### src/rtl/rbist_pkg.sv
package rbist_pkg;
  typedef enum logic [2:0] {
    ST_IDLE = 3'd0,
    ST_RAMP = 3'd1,
    ST_SEEK = 3'd2,
    ST_CAPT = 3'd3,
    ST_CALC = 3'd4,
    ST_DONE = 3'd5
  } rbist_state_e;
endpackage

### src/rtl/rbist_ctrl.sv
module rbist_ctrl
  import rbist_pkg::*;
#(
  parameter int N       = 8,
  parameter int TO_W    = 16,
  parameter int RST_CYC = 4
) (
  input  logic            clk_i,
  input  logic            rst_ni,
  input  logic            start_i,
  input  logic [TO_W-1:0] timeout_i,
  input  logic [N-1:0]    code_i,
  input  logic            code_valid_i,
  output logic            clr_o,
  output logic            take_o,
  output logic            calc_o,
  output logic            ramp_rst_o,
  output logic            done_o,
  output logic            to_err_o
);
  localparam logic [N-1:0] CODE_MAX = {N{1'b1}};
  localparam int RC_W = (RST_CYC > 1) ? $clog2(RST_CYC) : 1;
  localparam logic [RC_W-1:0] RC_LAST = RC_W'(RST_CYC - 1);

  rbist_state_e state_q, state_d;
  logic [RC_W-1:0] rcnt_q, rcnt_d;
  logic [TO_W-1:0] timer_q, timer_d;
  logic            err_q, err_d;

  logic seen_nz, seen_max, t_exp, idle_like;
  assign seen_nz   = code_valid_i && (code_i != '0);
  assign seen_max  = code_valid_i && (code_i == CODE_MAX);
  assign t_exp     = (timer_q == timeout_i);
  assign idle_like = (state_q == ST_IDLE) || (state_q == ST_DONE);

  always_comb begin
    state_d = state_q;
    rcnt_d  = rcnt_q;
    timer_d = timer_q;
    err_d   = err_q;
    case (state_q)
      ST_IDLE, ST_DONE: begin
        if (start_i) begin
          state_d = ST_RAMP;
          rcnt_d  = '0;
          err_d   = 1'b0;
        end
      end
      ST_RAMP: begin
        if (rcnt_q == RC_LAST) begin
          state_d = ST_SEEK;
          timer_d = '0;
        end else begin
          rcnt_d = rcnt_q + 1'b1;
        end
      end
      ST_SEEK: begin
        if (seen_nz) begin
          state_d = seen_max ? ST_CALC : ST_CAPT;
          timer_d = '0;
        end else if (t_exp) begin
          state_d = ST_CALC;
          err_d   = 1'b1;
        end else begin
          timer_d = timer_q + 1'b1;
        end
      end
      ST_CAPT: begin
        if (seen_max) begin
          state_d = ST_CALC;
        end else if (t_exp) begin
          state_d = ST_CALC;
          err_d   = 1'b1;
        end else begin
          timer_d = timer_q + 1'b1;
        end
      end
      ST_CALC: state_d = ST_DONE;
      default: state_d = ST_IDLE;
    endcase
  end

  always_ff @(posedge clk_i or negedge rst_ni) begin
    if (!rst_ni) begin
      state_q <= ST_IDLE;
      rcnt_q  <= '0;
      timer_q <= '0;
      err_q   <= 1'b0;
    end else begin
      state_q <= state_d;
      rcnt_q  <= rcnt_d;
      timer_q <= timer_d;
      err_q   <= err_d;
    end
  end

  assign clr_o      = idle_like && start_i;
  assign take_o     = ((state_q == ST_SEEK) || (state_q == ST_CAPT)) && seen_nz && !seen_max;
  assign calc_o     = (state_q == ST_CALC);
  assign ramp_rst_o = (state_q == ST_RAMP);
  assign done_o     = (state_q == ST_DONE);
  assign to_err_o   = err_q;
endmodule

### src/rtl/rbist_half_acc.sv
module rbist_half_acc #(
  parameter int N     = 8,
  parameter int CNT_W = 12,
  localparam int SUM_W = N + CNT_W
) (
  input  logic             clk_i,
  input  logic             rst_ni,
  input  logic             clr_i,
  input  logic             en_i,
  input  logic [N-1:0]     code_i,
  output logic [SUM_W-1:0] sum_o,
  output logic [CNT_W-1:0] cnt_o
);
  logic [SUM_W-1:0] sum_q;
  logic [CNT_W-1:0] cnt_q;

  always_ff @(posedge clk_i or negedge rst_ni) begin
    if (!rst_ni) begin
      sum_q <= '0;
      cnt_q <= '0;
    end else if (clr_i) begin
      sum_q <= '0;
      cnt_q <= '0;
    end else if (en_i) begin
      sum_q <= sum_q + SUM_W'(code_i);
      cnt_q <= cnt_q + 1'b1;
    end
  end

  assign sum_o = sum_q;
  assign cnt_o = cnt_q;
endmodule

### src/rtl/rbist_synd.sv
module rbist_synd #(
  parameter int SUM_W    = 20,
  parameter int CNT_W    = 12,
  parameter int MIN_SAMP = 64,
  localparam int SYN_W = SUM_W + 2
) (
  input  logic                    clk_i,
  input  logic                    rst_ni,
  input  logic                    clr_i,
  input  logic                    calc_i,
  input  logic [SUM_W-1:0]        sum_lo_i,
  input  logic [SUM_W-1:0]        sum_hi_i,
  input  logic [CNT_W:0]          cnt_tot_i,
  output logic signed [SYN_W-1:0] synd_sum_o,
  output logic signed [SYN_W-1:0] synd_diff_o,
  output logic                    insuff_o
);
  localparam logic [CNT_W:0] MIN_CNT = (CNT_W + 1)'(MIN_SAMP);

  logic signed [SYN_W-1:0] ext_lo, ext_hi;
  assign ext_lo = signed'({2'b00, sum_lo_i});
  assign ext_hi = signed'({2'b00, sum_hi_i});

  always_ff @(posedge clk_i or negedge rst_ni) begin
    if (!rst_ni) begin
      synd_sum_o  <= '0;
      synd_diff_o <= '0;
      insuff_o    <= 1'b0;
    end else if (clr_i) begin
      synd_sum_o  <= '0;
      synd_diff_o <= '0;
      insuff_o    <= 1'b0;
    end else if (calc_i) begin
      synd_sum_o  <= ext_lo + ext_hi;
      synd_diff_o <= ext_hi - ext_lo;
      insuff_o    <= (cnt_tot_i < MIN_CNT);
    end
  end
endmodule

### src/rtl/rbist_ramp_acc.sv
module rbist_ramp_acc #(
  parameter int N       = 8,
  parameter int CNT_W   = 12,
  parameter int TO_W    = 16,
  parameter int RST_CYC = 4,
  localparam int SUM_W = N + CNT_W,
  localparam int SYN_W = SUM_W + 2
) (
  input  logic                    clk_i,
  input  logic                    rst_ni,
  input  logic                    start_i,
  input  logic [TO_W-1:0]         timeout_i,
  input  logic [N-1:0]            code_i,
  input  logic                    code_valid_i,
  output logic                    ramp_rst_o,
  output logic                    done_o,
  output logic                    timeout_err_o,
  output logic                    insuff_o,
  output logic [CNT_W:0]          sample_cnt_o,
  output logic [CNT_W-1:0]        cnt_lo_o,
  output logic [CNT_W-1:0]        cnt_hi_o,
  output logic [SUM_W-1:0]        sum_lo_o,
  output logic [SUM_W-1:0]        sum_hi_o,
  output logic signed [SYN_W-1:0] synd_sum_o,
  output logic signed [SYN_W-1:0] synd_diff_o
);
  localparam int MIN_SAMP = 2 ** (N - 2);
  localparam logic [N-1:0] HALF_TOP = {1'b0, {(N-1){1'b1}}};

  logic clr, take, calc, hi_sel;
  logic [SUM_W-1:0] sum_w [2];
  logic [CNT_W-1:0] cnt_w [2];

  rbist_ctrl #(.N(N), .TO_W(TO_W), .RST_CYC(RST_CYC)) u_ctrl (
    .clk_i        (clk_i),
    .rst_ni       (rst_ni),
    .start_i      (start_i),
    .timeout_i    (timeout_i),
    .code_i       (code_i),
    .code_valid_i (code_valid_i),
    .clr_o        (clr),
    .take_o       (take),
    .calc_o       (calc),
    .ramp_rst_o   (ramp_rst_o),
    .done_o       (done_o),
    .to_err_o     (timeout_err_o)
  );

  assign hi_sel = (code_i > HALF_TOP);

  for (genvar g = 0; g < 2; g++) begin : g_half
    rbist_half_acc #(.N(N), .CNT_W(CNT_W)) u_acc (
      .clk_i  (clk_i),
      .rst_ni (rst_ni),
      .clr_i  (clr),
      .en_i   (take && (hi_sel == (g == 1))),
      .code_i (code_i),
      .sum_o  (sum_w[g]),
      .cnt_o  (cnt_w[g])
    );
  end

  assign sum_lo_o     = sum_w[0];
  assign sum_hi_o     = sum_w[1];
  assign cnt_lo_o     = cnt_w[0];
  assign cnt_hi_o     = cnt_w[1];
  assign sample_cnt_o = {1'b0, cnt_w[0]} + {1'b0, cnt_w[1]};

  rbist_synd #(.SUM_W(SUM_W), .CNT_W(CNT_W), .MIN_SAMP(MIN_SAMP)) u_synd (
    .clk_i       (clk_i),
    .rst_ni      (rst_ni),
    .clr_i       (clr),
    .calc_i      (calc),
    .sum_lo_i    (sum_w[0]),
    .sum_hi_i    (sum_w[1]),
    .cnt_tot_i   (sample_cnt_o),
    .synd_sum_o  (synd_sum_o),
    .synd_diff_o (synd_diff_o),
    .insuff_o    (insuff_o)
  );
endmodule

### config.mk
export PLATFORM = sky130hd
export DESIGN_NAME = rbist_ramp_acc
export DESIGN_NICKNAME = d
export VERILOG_FILES = /design/src/rtl/rbist_pkg.sv /design/src/rtl/rbist_ctrl.sv /design/src/rtl/rbist_half_acc.sv /design/src/rtl/rbist_synd.sv /design/src/rtl/rbist_ramp_acc.sv
export SDC_FILE = /design/constraint.sdc
export NUM_CORES = 1
export LEC_CHECK = 0
export CAP_MARGIN = 20
export CORE_MARGIN = 3
export CORE_UTILIZATION = 25
export DETAILED_ROUTE_END_ITERATION = 12
export PLACE_DENSITY = 0.54
export RECOVER_POWER = 25
export SETUP_SLACK_MARGIN = 0.1
export SYNTH_ARGS = -nofsm -noshare
export SYNTH_HDL_FRONTEND = slang
export SYNTH_HIERARCHICAL = 1
export SYNTH_SLANG_ARGS = --single-unit
export TNS_END_PERCENT = 50
### constraint.sdc
create_clock -name clk_i -period 3.2 [get_ports clk_i]
set_input_delay 0.48 -clock clk_i [delete_from_list [all_inputs] [get_ports clk_i]]
set_output_delay 0.48 -clock clk_i [all_outputs]
set_load 0.02 [all_outputs]
; ---- After elaboration in Yosys (flattened, before gate mapping)
; Cells that the tools add are included.
[word_totals]
regBits = 131
in_bits = 28
elab_cells = 93
[classes]
addsub = 9
order_cmp = 2
eq_ne = 13
mux = 34
bitwise_logic = 1
reduce_logical = 23
[op_table]
columns = cell, n
row1 = 22-bit two-way mux, 4
row2 = 20-bit two-way mux, 4
row3 = 16-bit two-way mux, 4
row4 = 12-bit two-way mux, 4
row5 = 16-bit one-hot mux with 3 select lines, 1
row6 = 20-bit by 8-bit adder with 20-bit output, 2
row7 = 12-bit by 1-bit adder with 12-bit output (second input constant), 2
row8 = 20-bit by 20-bit adder with 21-bit output, 1
row9 = 20-bit by 20-bit subtractor with 21-bit output, 1
row10 = 3-bit two-way mux, 6
row11 = 16-bit by 1-bit adder with 16-bit output (second input constant), 1
row12 = 16-bit equality test, 1
row13 = 3-bit one-hot mux with 5 select lines, 1
row14 = 12-bit by 12-bit adder with 13-bit output, 1
row15 = 13-bit by 7-bit < comparator with 1-bit output (second input constant), 1
row16 = 8-bit equality test (second input constant), 1
row17 = 8-bit by 7-bit greater-than comparator with 1-bit output (second input constant), 1
row18 = 2-bit != test (second input constant), 4
row19 = 2-bit nonzero test, 4
row20 = 8-bit nonzero test, 1
row21 = 1-bit logical AND, 7
row22 = 3-bit by 2-bit equality test with 1-bit output (second input constant), 2
row23 = 3-bit equality test (second input constant), 2
row24 = 1-bit two-way mux, 6
row25 = other kinds (16), 20

; ---- Longest topological paths before layout
[logic_depth]
ltp_word = 7
depth_mapped = 10

; ---- Hierarchy
; Netlist, hierarchy kept.
[by_module_without_submodules]
columns = mod, instances, cells_each, area_per_inst_um2, seq_area_each_um2
row1 = rbist_synd, 1, 481, 3971.3, 1051.0
row2 = rbist_half_acc (g_half[0].u_acc), 1, 192, 1869.3, 800.8
row3 = rbist_half_acc (g_half[1].u_acc), 1, 192, 1844.3, 800.8
row4 = rbist_ctrl, 1, 181, 1584.0, 550.5
row5 = rbist_ramp_acc, 1, 81, 636.9, 0.0

; ---- Worst setup path after synthesis
; No wires, ideal clock.
[synth_timing]
path_type = reg-to-reg
start = reg u_ctrl.state_q[2]
end = reg g_half[1].u_acc.sum_q[19]
t_arrival_ps = 2815
slack_ps = 260
path_stages_with_launch = 9
path_buffers = 1
cell_sequence = dfrtp_1 clkbuf_1 xor2_1 nor3b_1 nor2_1 nor4b_2 nand3_1 a211oi_1 mux2_2
[synth_between]
elab_cells_between_ends = 12
cone_classes = 3 x eq/ne / 1 x mux / 8 x reduce/logical
[synth_lines]
columns = element, line
row1 = from (decl), rbist_ctrl.sv:25  ; rbist_state_e state_q, state_d;
row2 = from (signal assigned), rbist_ctrl.sv:90  ; state_q <= state_d;
row3 = 3-bit equality test / 3-bit zero test (equally long branches), rbist_ctrl.sv:34  ; assign idle_like = (state_q == ST_IDLE) || (state_q == ST_DONE);
row4 = 1-bit logical OR *, rbist_ctrl.sv:34
row5 = 1-bit logical AND *, rbist_ctrl.sv:97  ; assign clr_o = idle_like && start_i;
row6 = via clr, rbist_ramp_acc.sv:30  ; logic clr, take, calc, hi_sel;
row7 = 20-bit two-way mux / 2-bit nonzero test (equally long branches), -
row8 = to (signal assigned), rbist_half_acc.sv:25  ; sum_q <= sum_q + SUM_W'(code_i);
row9 = to (decl), rbist_half_acc.sv:14  ; logic [SUM_W-1:0] sum_q;
; The timed path passes the listed nets; every way through them passes the cells marked *.
; A chain may end at the register's enable or synchronous reset.

; ---- Worst setup path after layout
[layout_timing]
start = reg g_half[0].u_acc.cnt_q[0]
end = out sample_cnt_o[12]
[layout_between]
elab_chain_len = 1
[layout_rtl]
columns = element, line
row1 = from (decl), rbist_half_acc.sv:15  ; logic [CNT_W-1:0] cnt_q;
row2 = from (signal assigned), rbist_half_acc.sv:26  ; cnt_q <= cnt_q + 1'b1;
row3 = 12-bit by 12-bit adder with 13-bit output, rbist_ramp_acc.sv:67  ; assign sample_cnt_o = {1'b0, cnt_w[0]} + {1'b0, cnt_w[1]};
row4 = to (decl), rbist_ramp_acc.sv:19  ; output logic [CNT_W:0] sample_cnt_o,
; Every way passes these cells.

==> impl_metrics.toml <==
[outcome]
status = "finished, final reports clean"

[worst_setup_path]
worstPathArrival_ps = 2600
end_kind = "primary output"
cp_slowest_stage_delay_ps = 400
start_kind = "register"
r2r_end = "u_synd/synd_sum_o[16]$_DFFE_PN0P_"
crit_chain = "ha_1 > fa_2 > a211oi_2 > o21ai_2 > a31o_2 > a31o_2 > dlygate4sd2_1"
cp-startpoint = "g_half[0].u_acc/cnt_o[0]$_DFFE_PN0P_"
critPathMaxFanout = 3
reg2reg_slack_ps = 450
worst_path_max_delay_cell = "fa_2"
r2r-start = "u_ctrl/state_q[0]$_DFFE_PN0P_"
cp_common_cell = "a31o_2"
crit_path_end = "sample_cnt_o[12]"
required_ps = 2720
r2r_cells = 9
criticalPathCategory = "register to primary output"

[route]
drc = 0
routed_wl_mm = 33.3
drt_iter0_drc = 732
ant_nets = 0
wl_per_cell_um = 17.9
drt_first_pass_iters = 5
routed_via_density = 5.00
num_vias = 9340

[timing]
period_minus_slack_ps = 3080
skew_ps = 13.7
tightest_slew_ps = 1210
setup_viol = 0
hold_violations = 0
slew_headroom_pct = 19.6
slew_violations = 0
rsz0062_at_grt = "yes"
fmax_mhz = 324
fin_crit_sh_pct = 96.3
fin_tns_setup_ps = 0

[synthesis]
ys_ff_latch = 128
async_flop_share_pct = 100
synth-main-ff-cell = "dfrtp_1"
synth_edf_count = 0
synth_cells = 1127
yosys_warnings = 6
syn_area_mm2 = 0.00991
syn_nets = 1232
synth.distinct_cells = 85
avgSynthCellArea_um2 = 8.79
ys_seq_area_share_pct = 32.3

[finish]
drive_gt1_share_pct = 13.8
antenna_cells = 0
final_nets = 1441
fin_cells = 1867
syn2layout_area_growth_pct = 33.4

[place]
gp_congestion = 0.905
placed_cells = 1834
io_buffers = 151
hpwl_mm = 26.0

[grt]
grt_pass1_vias = 9267
track_usage_pct = 15.9
grt_start_max_net_pins = 54
grt_overflow_total = 0
grt_pass1_wl_mm = 52.7
antenna_found_initial = 0

[cts]
cts_max_path_buffers = 2
cts.sinks = 128
cts_tree = "built"
root_buffer = "clkbuf_16"
post_cts_buffers = 0
htreeDepth = 4
numCtsBuffers = 17
insertion_delay_ps = 420
clk_pin_slew_ps = 70

[worst_hold_path]
hp-class = "register to register"
min_from = "u_synd/synd_diff_o[17]$_DFFE_PN0P_"

[floorplanning]
start_util_pct = 25.5
dieHeight_um = 205
rows = 72
fp.coreArea_mm2 = 0.0389
fp.dieW_um = 205
io_pins = 153
dieArea_mm2 = 0.0420

[flow_run]
maxCapViolCount = 0

[power_and_ir_drop]
power.leakage_nw = 5.79
powerDensity_mw_per_mm2 = 779
ir_drop_mv = 0.731
-- stage by stage --
stage | power [W] | area (um2) | util (%) | hold slack [ps] | setup slack (ps)
after CTS | 0.0103 | 13200 | 34.0 | 493 | 85.9
after floorplan | 0.00590 | 9910 | - | 184 | 260
final | 0.0103 | 13200 | 33.9 | 490 | 117
after detailed placement | 0.00806 | 12500 | 32.2 | 451 | 15.8
after global placement | 0.00800 | 12500 | 32.2 | 449 | 48.2
after global routing | 0.0110 | 13200 | 33.9 | 529 | 14.8
-- cell usage after synthesis (all sizes together) (6+ instances only) --
cell type    n  share of area, %
nor2       130               4.9
dfrtp      128                32
a21oi       79               4.0
ha          72               9.1
nand2       62               2.3
inv         50               1.9
o21ai       39               2.0
xnor2       38               3.4
nand3       34               1.7
nor2b       33               2.1
xor2        32               2.8
a211oi      28               2.3
clkbuf      27               1.0
a21o        26               2.0
buf         26               1.7
mux2i       25               2.5
nand4       24               1.5
nor3        24               1.2
or3         21               1.3
o211ai      20               1.5
mux2        19               2.2
nor4        16               1.1
or4         13               1.0
and3        12              0.78
and4        12               1.1
o31ai        9              0.68
nand2b       8              0.58
o2111ai      8              0.77
o21a         7              0.53
a31oi        6              0.38
nor3b        6              0.45
o21bai       6              0.45
-- kinds of logic (layout without fill, tap and decap cells) --
group                      count (synthesis)  after routing  synth area share [%]
AOI/OAI and AO/OA                        284            284                  19.8
xor gates and xnor gates                  70             70                  6.19
adders and majority gates                 77             77                  10.1
buffers and inverters                    104            326                  4.67
DFF                                      128            128                  32.3
muxes                                     44             44                  4.69
other                                      1              1                0.0379
and+or+nand+nor                          419            419                  22.2
-- layout by cell type, fill, tap and decap left out, drive strengths merged, types with 9 or more instances in the layout --
master / count
a21o: 26
o21ai: 39
a21oi: 79
nand2: 62
nor2b: 33
clkbuf: 22
nor4: 16
or3: 21
xor2: 32
nor2: 130
xnor2: 38
o31ai: 9
and3: 12
buf: 92
ha: 72
clkdlybuf4s50: 142
and4: 12
o211ai: 20
dfrtp: 128
nand4: 24
mux2: 19
a211oi: 28
inv: 50
or4: 13
nor3: 24
nand3: 34
mux2i: 25
-- where the power goes --
part	leakage (nW)	internal (W)	switching, W
combinational	3.75	0.00249	0.00333
sequential	1.72	0.00190	0.000360
clock	0.319	0.00143	0.000779
-- layout make-up --
type / instances / area, um2
multi-input cells: 895 / 6300
clock inverters: 13 / 210
flip-flops and latches: 128 / 3200
repair buffers: 244 / 2210
clock buffers: 19 / 453
inverters: 50 / 188
fillers: 4061 / 25700
well taps: 518 / 648
-- worst min-delay path by stage --
stage / endpoint / slack, ps / depth (start not counted)
6_report: u_synd/synd_diff_o[17]$_DFFE_PN0P_ / 490 / 1
5_1_grt: u_synd/synd_diff_o[17]$_DFFE_PN0P_ / 530 / 1
4_1_cts: u_synd/synd_diff_o[17]$_DFFE_PN0P_ / 490 / 1
3_5_place_dp: u_ctrl/rcnt_q[0]$_DFFE_PN0P_ / 450 / 1
3_3_place_gp: u_ctrl/rcnt_q[1]$_DFFE_PN0P_ / 450 / 1
2_1_floorplan: g_half[0].u_acc/cnt_o[0]$_DFFE_PN0P_ / 180 / 0
-- registers in the layout, indices dropped and copies added (netlist names) --
signal and cells:
u_synd/synd_sum_o 21, u_synd/insuff_o 1, u_ctrl/to_err_o 1, u_ctrl/timer_q 16, g_half.u_acc/cnt_o 24, u_ctrl/rcnt_q 2
u_ctrl/state_q 3, u_synd/synd_diff_o 20, g_half.u_acc/sum_o 40
-- metal layers --
layer / GRT usage (%) / vias up / share of wire, %
met4: 4.49 / 0 / 1.6
met2: 25.1 / 254 / 46
met5: 0 / - / 0
li1: - / 4539 / -
met3: 3.38 / 25 / 6.0
met1: 22.0 / 4522 / 46
-- critical path, delay by kind of cell (launching register included) --
| kind | cells | cell delay, ps |
|---|---|---|
| compound gates | 4 | 830 |
| fa+ha+maj | 2 | 630 |
| flops | 1 | 390 |
| buf+inv | 1 | 320 |
-- what timing repair did --
item                                   CTS  global route
hold buffers                             1             0
pin swaps                                1             0
gates resized for setup                 20             8
setup endpoints to repair                8             7
endpoints found under the hold margin    4             0
Note: power is estimated with default switching activity, not from simulation.
